==> config.mk <==
export PLATFORM = sky130hd
export DESIGN_NAME = lead_bit_counter
export DESIGN_NICKNAME = d
export VERILOG_FILES = /design/src/rtl/lbc_pkg.sv /design/src/rtl/lbc_halve_stage.sv /design/src/rtl/lbc_nibble_sig.sv /design/src/rtl/lbc_zero_core.sv /design/src/rtl/lead_bit_counter.sv
export SDC_FILE = /design/constraint.sdc
export NUM_CORES = 1
export LEC_CHECK = 0
export BUFFER_PORTS_ARGS = -buffer_cell sky130_fd_sc_hd__clkbuf_2
export CAP_MARGIN = 20
export CORE_MARGIN = 1
export CORE_UTILIZATION = 45
export CTS_CLUSTER_DIAMETER = 200
export DETAILED_ROUTE_END_ITERATION = 6
export PLACE_DENSITY_LB_ADDON = 0.25
export SLEW_MARGIN = 10
export SYNTH_ARGS = -nofsm -noshare
export SYNTH_HDL_FRONTEND = slang
export SYNTH_HIERARCHICAL = 1
export SYNTH_SLANG_ARGS = --single-unit
==> constraint.sdc <==
create_clock -name clk -period 12.57 [get_ports clk]
set_input_delay 2.514 -clock clk [delete_from_list [all_inputs] [get_ports clk]]
set_output_delay 2.514 -clock clk [all_outputs]
set_load 0.01 [all_outputs]
==> src/rtl/lbc_pkg.sv <==
package lbc_pkg;
  localparam int unsigned LBC_DATA_W = 32;
  localparam int unsigned LBC_FUNC_W = 6;
  localparam logic [LBC_FUNC_W-1:0] LBC_FN_ZEROS = 6'd32;
  localparam logic [LBC_FUNC_W-1:0] LBC_FN_ONES  = 6'd33;

  typedef enum logic [1:0] {
    CNT_ZEROS = 2'd0,
    CNT_ONES  = 2'd1,
    CNT_BAD   = 2'd2
  } cnt_kind_e;
endpackage

==> src/rtl/lbc_halve_stage.sv <==
module lbc_halve_stage #(
  parameter int unsigned DATA_W = 32,
  parameter int unsigned CNT_W  = 6,
  parameter int unsigned SPAN   = 32
) (
  input  logic [DATA_W-1:0] val_i,
  input  logic [CNT_W-1:0]  len_i,
  output logic [DATA_W-1:0] val_o,
  output logic [CNT_W-1:0]  len_o
);
  localparam int unsigned HALF = SPAN / 2;

  logic upper_hit;

  always_comb begin
    upper_hit = |val_i[SPAN-1:HALF];
    if (upper_hit) begin
      val_o = val_i >> HALF;
      len_o = len_i - CNT_W'(HALF);
    end else begin
      val_o = val_i;
      len_o = len_i;
    end
  end
endmodule

==> src/rtl/lbc_nibble_sig.sv <==
module lbc_nibble_sig (
  input  logic [3:0] nib_i,
  output logic [2:0] sig_o
);
  always_comb begin
    if (nib_i[3])      sig_o = 3'd4;
    else if (nib_i[2]) sig_o = 3'd3;
    else if (nib_i[1]) sig_o = 3'd2;
    else if (nib_i[0]) sig_o = 3'd1;
    else               sig_o = 3'd0;
  end
endmodule

==> src/rtl/lbc_zero_core.sv <==
module lbc_zero_core #(
  parameter int unsigned DATA_W = 32,
  parameter int unsigned CNT_W  = $clog2(DATA_W) + 1
) (
  input  logic [DATA_W-1:0] data_i,
  output logic [CNT_W-1:0]  count_o
);
  localparam int unsigned NSTAGE = $clog2(DATA_W) - 2;

  logic [DATA_W-1:0] val_chain [NSTAGE+1];
  logic [CNT_W-1:0]  len_chain [NSTAGE+1];
  logic [2:0]        nib_sig;

  assign val_chain[0] = data_i;
  assign len_chain[0] = CNT_W'(DATA_W);

  for (genvar k = 0; k < NSTAGE; k++) begin : g_stage
    lbc_halve_stage #(
      .DATA_W(DATA_W),
      .CNT_W (CNT_W),
      .SPAN  (DATA_W >> k)
    ) u_stage (
      .val_i(val_chain[k]),
      .len_i(len_chain[k]),
      .val_o(val_chain[k+1]),
      .len_o(len_chain[k+1])
    );
  end

  lbc_nibble_sig u_nib (
    .nib_i(val_chain[NSTAGE][3:0]),
    .sig_o(nib_sig)
  );

  assign count_o = len_chain[NSTAGE] - CNT_W'(nib_sig);

  always_comb begin
    assert (count_o <= CNT_W'(DATA_W));
    assert (data_i != '0 || count_o == CNT_W'(DATA_W));
    assert (!data_i[DATA_W-1] || count_o == '0);
  end
endmodule

==> src/rtl/lead_bit_counter.sv <==
module lead_bit_counter
  import lbc_pkg::*;
#(
  parameter int unsigned DATA_W = LBC_DATA_W,
  parameter int unsigned FUNC_W = LBC_FUNC_W,
  parameter logic [FUNC_W-1:0] FN_ZEROS = LBC_FN_ZEROS,
  parameter logic [FUNC_W-1:0] FN_ONES  = LBC_FN_ONES
) (
  input  logic              clk,
  input  logic              rst,
  input  logic              op_valid_i,
  input  logic [FUNC_W-1:0] func_i,
  input  logic [DATA_W-1:0] operand_i,
  output logic [DATA_W-1:0] result_o,
  output logic              result_valid_o,
  output logic              illegal_o
);
  localparam int unsigned CNT_W = $clog2(DATA_W) + 1;

  cnt_kind_e         kind;
  logic [DATA_W-1:0] core_in;
  logic [CNT_W-1:0]  core_cnt;
  logic [DATA_W-1:0] next_result;

  always_comb begin
    if (func_i == FN_ZEROS)     kind = CNT_ZEROS;
    else if (func_i == FN_ONES) kind = CNT_ONES;
    else                        kind = CNT_BAD;
  end

  assign core_in = (kind == CNT_ONES) ? ~operand_i : operand_i;

  lbc_zero_core #(
    .DATA_W(DATA_W),
    .CNT_W (CNT_W)
  ) u_core (
    .data_i (core_in),
    .count_o(core_cnt)
  );

  assign next_result = (kind == CNT_BAD) ? '0 : {{(DATA_W-CNT_W){1'b0}}, core_cnt};

  always_ff @(posedge clk) begin
    if (rst) begin
      result_o       <= '0;
      result_valid_o <= 1'b0;
      illegal_o      <= 1'b0;
    end else begin
      result_valid_o <= op_valid_i;
      illegal_o      <= op_valid_i && (kind == CNT_BAD);
      if (op_valid_i) result_o <= next_result;
    end
  end

  p_upper_clear_r5: assert property (@(posedge clk) disable iff (rst)
    result_o[DATA_W-1:CNT_W] == '0);
  p_bad_zero_r6: assert property (@(posedge clk) disable iff (rst)
    illegal_o |-> (result_o == '0));
  p_bad_flag_r6: assert property (@(posedge clk) disable iff (rst)
    (op_valid_i && func_i != FN_ZEROS && func_i != FN_ONES) |=> illegal_o);
  p_valid_rise_r7: assert property (@(posedge clk) disable iff (rst)
    op_valid_i |=> result_valid_o);
  p_good_flag_r7: assert property (@(posedge clk) disable iff (rst)
    (op_valid_i && (func_i == FN_ZEROS || func_i == FN_ONES)) |=> !illegal_o);
  p_idle_hold_r8: assert property (@(posedge clk) disable iff (rst)
    !op_valid_i |=> (!result_valid_o && !illegal_o && $stable(result_o)));
  p_range_r3: assert property (@(posedge clk) disable iff (rst)
    result_o <= DATA_W);
endmodule

==> impl_results.md, run 1 <==
- Final period utilization: 0.624
- CP most frequent cell: a21o_1
- Multi-input gate area: 0.00141 mm2
- PwrDens: 55.7 mW/mm2
- Final wirelength: 2810 um
- Syn Area/Cell: 9.55 um2
- Clock Skew: 0 ns
- Worst path slowest cell: nand3_4
- Type of the worst setup path: in -> reg
- Data required, critical path: 12.73 ns
- # IOs: 75
- Row count: 23
- CP max stage delay: 0.71 ns
- Reg clk slew, reported paths: 0.04 ns
- Starting density of the core: 0.469
- Min-delay src: result_o[2]
- Final nets: 282
- Ys Warns: 6
- Drt wl/cell: 9.91 um
- Post-CTS Hold Buffers: 0
- Crit-path max FO: 32
- Vias: 1,279
- Vias in the first global route: 1,187
- Largest net degree at the start of global routing: 33
- Routed Antenna Nets: 0
- CP Launch Type: primary input
- Reg2Reg Setup Slack: 11.99 ns
- Initial DRC Count: 28
- FF/Latch Area: 160 um2
- Post-Syn Area: 0.00189 mm2
- Final TNS setup: 0 ns
- Die area: 0.00446 mm2
- TritonCTS Buffers: 3
- DRC errors left: 0
- Max IR drop VDD: 0.0516 mV
- GRT Total Usage: 0.140
- Fin crit period: 7.84 ns
- Fill cell count: 414
- Final Cell Area: 0.00195 mm2
- Mapped Cells: 198
- Max Cap Viol: 0
- Hold Crit Class: reg -> reg
- First-pass GRT wire length: 4950 um
- CTS resizes: 0
- Layout cells sized above 1: 0.382
- Max Fclk: 128 MHz
- Critical Path, Cell by Cell: clkbuf_2 -> nor3b_4 -> nand3_4 -> xnor2_2 -> nor4_1 -> and4_1 -> a21o_1 -> or4_4 -> nor2_8 -> a21o_1 -> nor4_4 -> a21o_1 -> nand2b_1 -> a21oi_2 -> ha_1 -> fa_1 -> nor2b_1 -> nor3_1 -> xor2_1 -> nand4_1 -> a21oi_1
- Clock root buffer: clkbuf_8
- Dpl cell area: 0.00191 mm2
- CTS sink cnt: 8
- Least-Margin Pin Slew: 0.858 ns
- Worst Hold Endpoint: result_o[2]
- Initial antenna violation count: 0
- Reg-to-Reg End: result_o[0]
- Leakage: 1.10 nW
- Slew Limit Fails: 0
- Final Hold Vio Count: 0
- RSZ-0062 raised after global routing: false
- Chip height: 66.8 um
- Clock Path Buffers: 2
- Gr ovfl total: 0
- WP data arrival: 8.00 ns
- Detailed placement HPWL: 2410 um
- Status: finished, final reports clean
- Crit end category: flop
- Relative slew margins: 0.428
- Worst Path Buf+Inv: 1
- Largest delay contributor family on the critical path: simple AND/OR/NAND/NOR gates
- Vias/cell: 4.52
- Port Buffers: 48
- Reg2reg start: result_o[0]
- Floorplan Core Area: 0.00403 mm2
- Htree depth: 1
- Reg2Reg Depth: 2
- # setup viols final: 0
- Clock latency on the worst-skew pair: 0.23 ns
- GP Congestion: 0.775
- Hold depth: 2
- Die Wd: 66.8 um
- Synth-to-Final Area Change: 3.18%
- Post-CTS Setup Bufs: 0
- TritonCTS clock tree: done
- Inserted Diodes: 0
- Pre-antenna DRT Iters: 4
[state kept, by name, indices dropped and copies added (netlist names)]
signal and cells:
result_o 6, illegal_o 1, result_valid_o 1
[layout by cell type, fill, tap and decap left out, types with 3 or more instances in the layout]
master,n
clkbuf_2,48
conb_1,33
xnor2_2,30
a21o_1,28
inv_1,11
xnor2_1,9
nand2b_1,8
dfxtp_1,8
a21oi_1,7
nand4_1,6
ha_1,5
nor4_1,5
nor2b_1,3
clkbuf_8,3
xor2_1,3
o21ai_0,3
[power breakdown]
part	internal, mW	switching (mW)
Clock	0.0207	0.00984
Sequential	0.0260	0.000146
Combinational	0.0250	0.0269
[layer usage]
metal / track usage / vias up / part of all wire / wire [um]
met5: 0 / - / 0 / 0
met4: 0.0160 / 0 / 0 / 0
met3: 0.0257 / 0 / 0.044 / 124
met2: 0.236 / 38 / 0.48 / 1330
met1: 0.190 / 562 / 0.48 / 1350
li1: - / 679 / - / -
[worst register-to-register path: cells and delay by family (launching register included)]
| family | cells | cell delay (ns) |
|---|---|---|
| compound gates | 1 | 0.12 |
| simple gates | 1 | 0.06 |
| flops | 1 | 0.33 |
[stage by stage]
stage / std cells / util / hold slack, ns / total power [mW] / worst slack (ns)
3_3_place_gp: 280 / 0.474 / 0.460 / 0.0784 / 4.61
4_1_cts: 283 / 0.484 / 0.473 / 0.110 / 4.72
6_report: 283 / 0.484 / 0.467 / 0.109 / 4.73
3_5_place_dp: 280 / 0.474 / 0.466 / 0.0783 / 4.48
5_1_grt: 283 / 0.484 / 0.484 / 0.117 / 4.27
2_1_floorplan: 228 / - / 0.484 / 0.0729 / 5.77
[layout make-up]
| cell class | count | share of cell area |
|---|---|---|
| Multi-Input combinational cell | 163 | 0.720 |
| Tap cell | 50 | 0.0321 |
| Clock buffer | 3 | 0.0212 |
| Sequential cell | 8 | 0.0821 |
| Inverter | 11 | 0.0212 |
| Timing Repair Buffer | 48 | 0.123 |
[worst max path at each step]
stage                          from     endpoint  slack (ns)  depth (start not counted)
after floorplan           func_i[1]  result_o[4]        5.77                         25
after global placement    func_i[1]  result_o[4]        4.61                         21
after detailed placement  func_i[1]  result_o[4]        4.48                         21
after CTS                 func_i[1]  result_o[4]        4.72                         21
after global routing      func_i[1]  result_o[4]        4.27                         21
final                     func_i[1]  result_o[4]        4.73                         21
Power figures use the tool's default switching activity.
==> run 2, diff against run 1 <==
==> constraint.sdc (replaced) <==
create_clock -name clk -period 7.95 [get_ports clk]
set_input_delay 1.59 -clock clk [delete_from_list [all_inputs] [get_ports clk]]
set_output_delay 1.59 -clock clk [all_outputs]
set_load 0.01 [all_outputs]
==> impl_results.md, run 2 (synthesis results as in run 1) <==
- Tot Pwr: 171 uW (+57%)
- Drt wl/cell: 9.74 um (-1.8%)
- Vias in the first global route: 1,133 (-4.5%)
- TritonCTS clock tree: done
- Most common library cell in the layout ignoring fill and taps: clkbuf_2
- Detailed placement HPWL: 2390 um (-1.1%)
- Synth-to-Final Area Change: 3.57%
- Reg2Reg Setup Slack: 7.37 ns (-4.62 ns)
- Vias: 1,275 (-0.31%)
- Status: finished, final reports clean
- DRC errors left: 0 (unchanged)
- Htree depth: 1 (unchanged)
- Initial DRC Count: 19 (-32%)
- Worst path slowest cell: and4_1
- Initial antenna violation count: 0 (unchanged)
- Max IR drop VDD: 0.0693 mV (+34%)
- Met3 Track Usage GR: 0.0205 (-0.00514)
- Final nets: 283 (+0.35%)
- Crit end category: flop
- Min-delay src: result_o[2]
- Critical Path, Cell by Cell: clkbuf_2 -> nor3b_4 -> nand3_4 -> buf_4 -> xnor2_2 -> nor4_1 -> and4_1 -> a21o_1 -> or4_4 -> nor2_8 -> a21o_1 -> nor4_4 -> a21o_1 -> nand2b_1 -> a21oi_2 -> ha_1 -> fa_1 -> nor2b_1 -> nor3_1 -> xor2_1 -> nand4_1 -> a21oi_1
- Pre-CTS setup slack: 0.928 ns (-3.55 ns)
- # IOs: 75 (unchanged)
- Inserted Diodes: 0 (unchanged)
- Routed Antenna Nets: 0 (unchanged)
- Reg-to-Reg End: result_o[3]
- Max Fclk: 148 MHz
- Reg2reg start: result_o[3]
- Biggest register: result_o
- Crit-path max FO: 23 (-28%)
- Worst setup margin: 1.20 ns (-3.53 ns)
- Max Cap Viol: 0 (unchanged)
- Post-CTS Setup Bufs: 0 (unchanged)
- Reg2Reg Depth: 2 (unchanged)
- Clock latency on the worst-skew pair: 0.22 ns (about the same)
- Most frequent cells in the layout: clkbuf_2, conb_1, xnor2_2
- Final period utilization: 0.850
- WP data arrival: 6.91 ns (-1.09 ns)
- Data required, critical path: 8.11 ns (-4.62 ns)
- Final wirelength: 2770 um (-1.4%)
- First-pass GRT wire length: 4560 um (-7.8%)
- Met2 Use GR: 0.210 (-0.0265)
- CP max stage delay: 0.61 ns (-0.10 ns)
- Final Hold Vio Count: 0 (unchanged)
- Layout cells sized above 1: 0.385 (+0.00264)
- Top Registers: result_o (6), illegal_o (1), result_valid_o (1)
- CTS resizes: 0 (unchanged)
- Clock Path Buffers: 2 (unchanged)
- GRT Total Usage: 0.129 (-0.0118)
- RSZ-0062 raised after global routing: false
- Pre-antenna DRT Iters: 4 (unchanged)
- Type of the worst setup path: in -> reg
- Port Buffers: 48 (unchanged)
- Leakage: 1.11 nW (+0.38%)
- Hold Crit Class: reg -> reg
- CTS sink cnt: 8 (unchanged)
- Hold depth: 2 (unchanged)
- Hold slack final: 0.464 ns (-0.00327 ns)
- Met1 global-route usage: 0.180 (-0.00922)
- Largest net degree at the start of global routing: 24 (-27%)
- CP Launch Type: primary input
- Fin crit period: 6.75 ns
- Chip height: 66.8 um (unchanged)
- Max reg flops: 6 (unchanged)
- Die Wd: 66.8 um (unchanged)
- # setup viols final: 0 (unchanged)
- Reg clk slew, reported paths: 0.04 ns (about the same)
- Worst Hold Endpoint: result_o[2]
- Post-CTS Hold Buffers: 0 (unchanged)
- Clock root buffer: clkbuf_8
- PwrDens: 87.1 mW/mm2 (+56%)
- CP most frequent cell: a21o_1
- Slew Limit Fails: 0 (unchanged)
- Vias/cell: 4.49 (-0.66%)
- Relative slew margins: 0.602 (+0.174)
- Gr ovfl total: 0 (unchanged)
- Clock Skew: 0 ns (unchanged)
- Die area: 0.00446 mm2 (unchanged)
- TritonCTS Buffers: 3 (unchanged)
- Least-Margin Pin Slew: 0.597 ns (-0.261 ns)
- Starting density of the core: 0.469 (unchanged)
- Row count: 23 (unchanged)
- Grt peak-use layer: met2
- Util after Layout: 0.486 (+0.00186)
- Final TNS setup: 0 ns (unchanged)
- Floorplan Core Area: 0.00403 mm2 (unchanged)
- GP Congestion: 0.815 (+5.1%)
run 2: cell types whose count changed in the layout (fill, tap and decap cells not counted), sizes merged:
| cell | change |
|---|---|
| buf | +1 |
run 2: critical path: cells and delay by family:
| kind | cells | cell delay, ns |
|---|---|---|
| XOR/XNOR | 2 | 0.31 |
| adder cells (fa/ha/maj) | 2 | 0.61 |
| buffers and inverters | 2 | 0.54 |
| AND/OR/NAND/NOR | 11 | 3.00 |
| AO/OA/AOI/OAI | 5 | 0.83 |
run 2: per-stage QoR:
stage / instance area (um2) / std cells
6_report: 1960 / 284
5_1_grt: 1960 / 284
3_3_place_gp: 1920 / 281
3_5_place_dp: 1920 / 281
4_1_cts: 1960 / 284
2_1_floorplan: 2000 / 228
run 2: how the worst max path moves through the flow:
| stage | cells after the start | slack (ns) | start | end |
|---|---|---|---|---|
| 2_1_floorplan | 25 | 2.08 | func_i[1] | result_o[4] |
| 3_5_place_dp | 22 | 0.93 | func_i[1] | result_o[4] |
| 4_1_cts | 22 | 1.15 | func_i[1] | result_o[4] |
| 5_1_grt | 22 | 0.73 | func_i[1] | result_o[4] |
| 3_3_place_gp | 22 | 1.02 | func_i[1] | result_o[5] |
| 6_report | 22 | 1.20 | func_i[1] | result_o[4] |
run 2: final cells by class:
type | count | area, um2
Sequential cell | 8 | 160
Inverter | 11 | 41.3
Clock buffer | 3 | 41.3
Timing Repair Buffer | 49 | 248
Fill cell | 411 | 2070
Multi-Input combinational cell | 163 | 1410
Tap cell | 50 | 62.6
run 2: where the power goes:
group | internal (mW) | switching (mW)
registers | 0.0411 | 0.000240
clock network | 0.0327 | 0.0148
logic | 0.0395 | 0.0422
total | 0.113 | 0.0572
run 2: layer usage:
layer,share of wire,vias to the layer above
met5,0,-
met4,0.0025,0
met3,0.034,2
met2,0.44,35
met1,0.52,557
li1,-,681
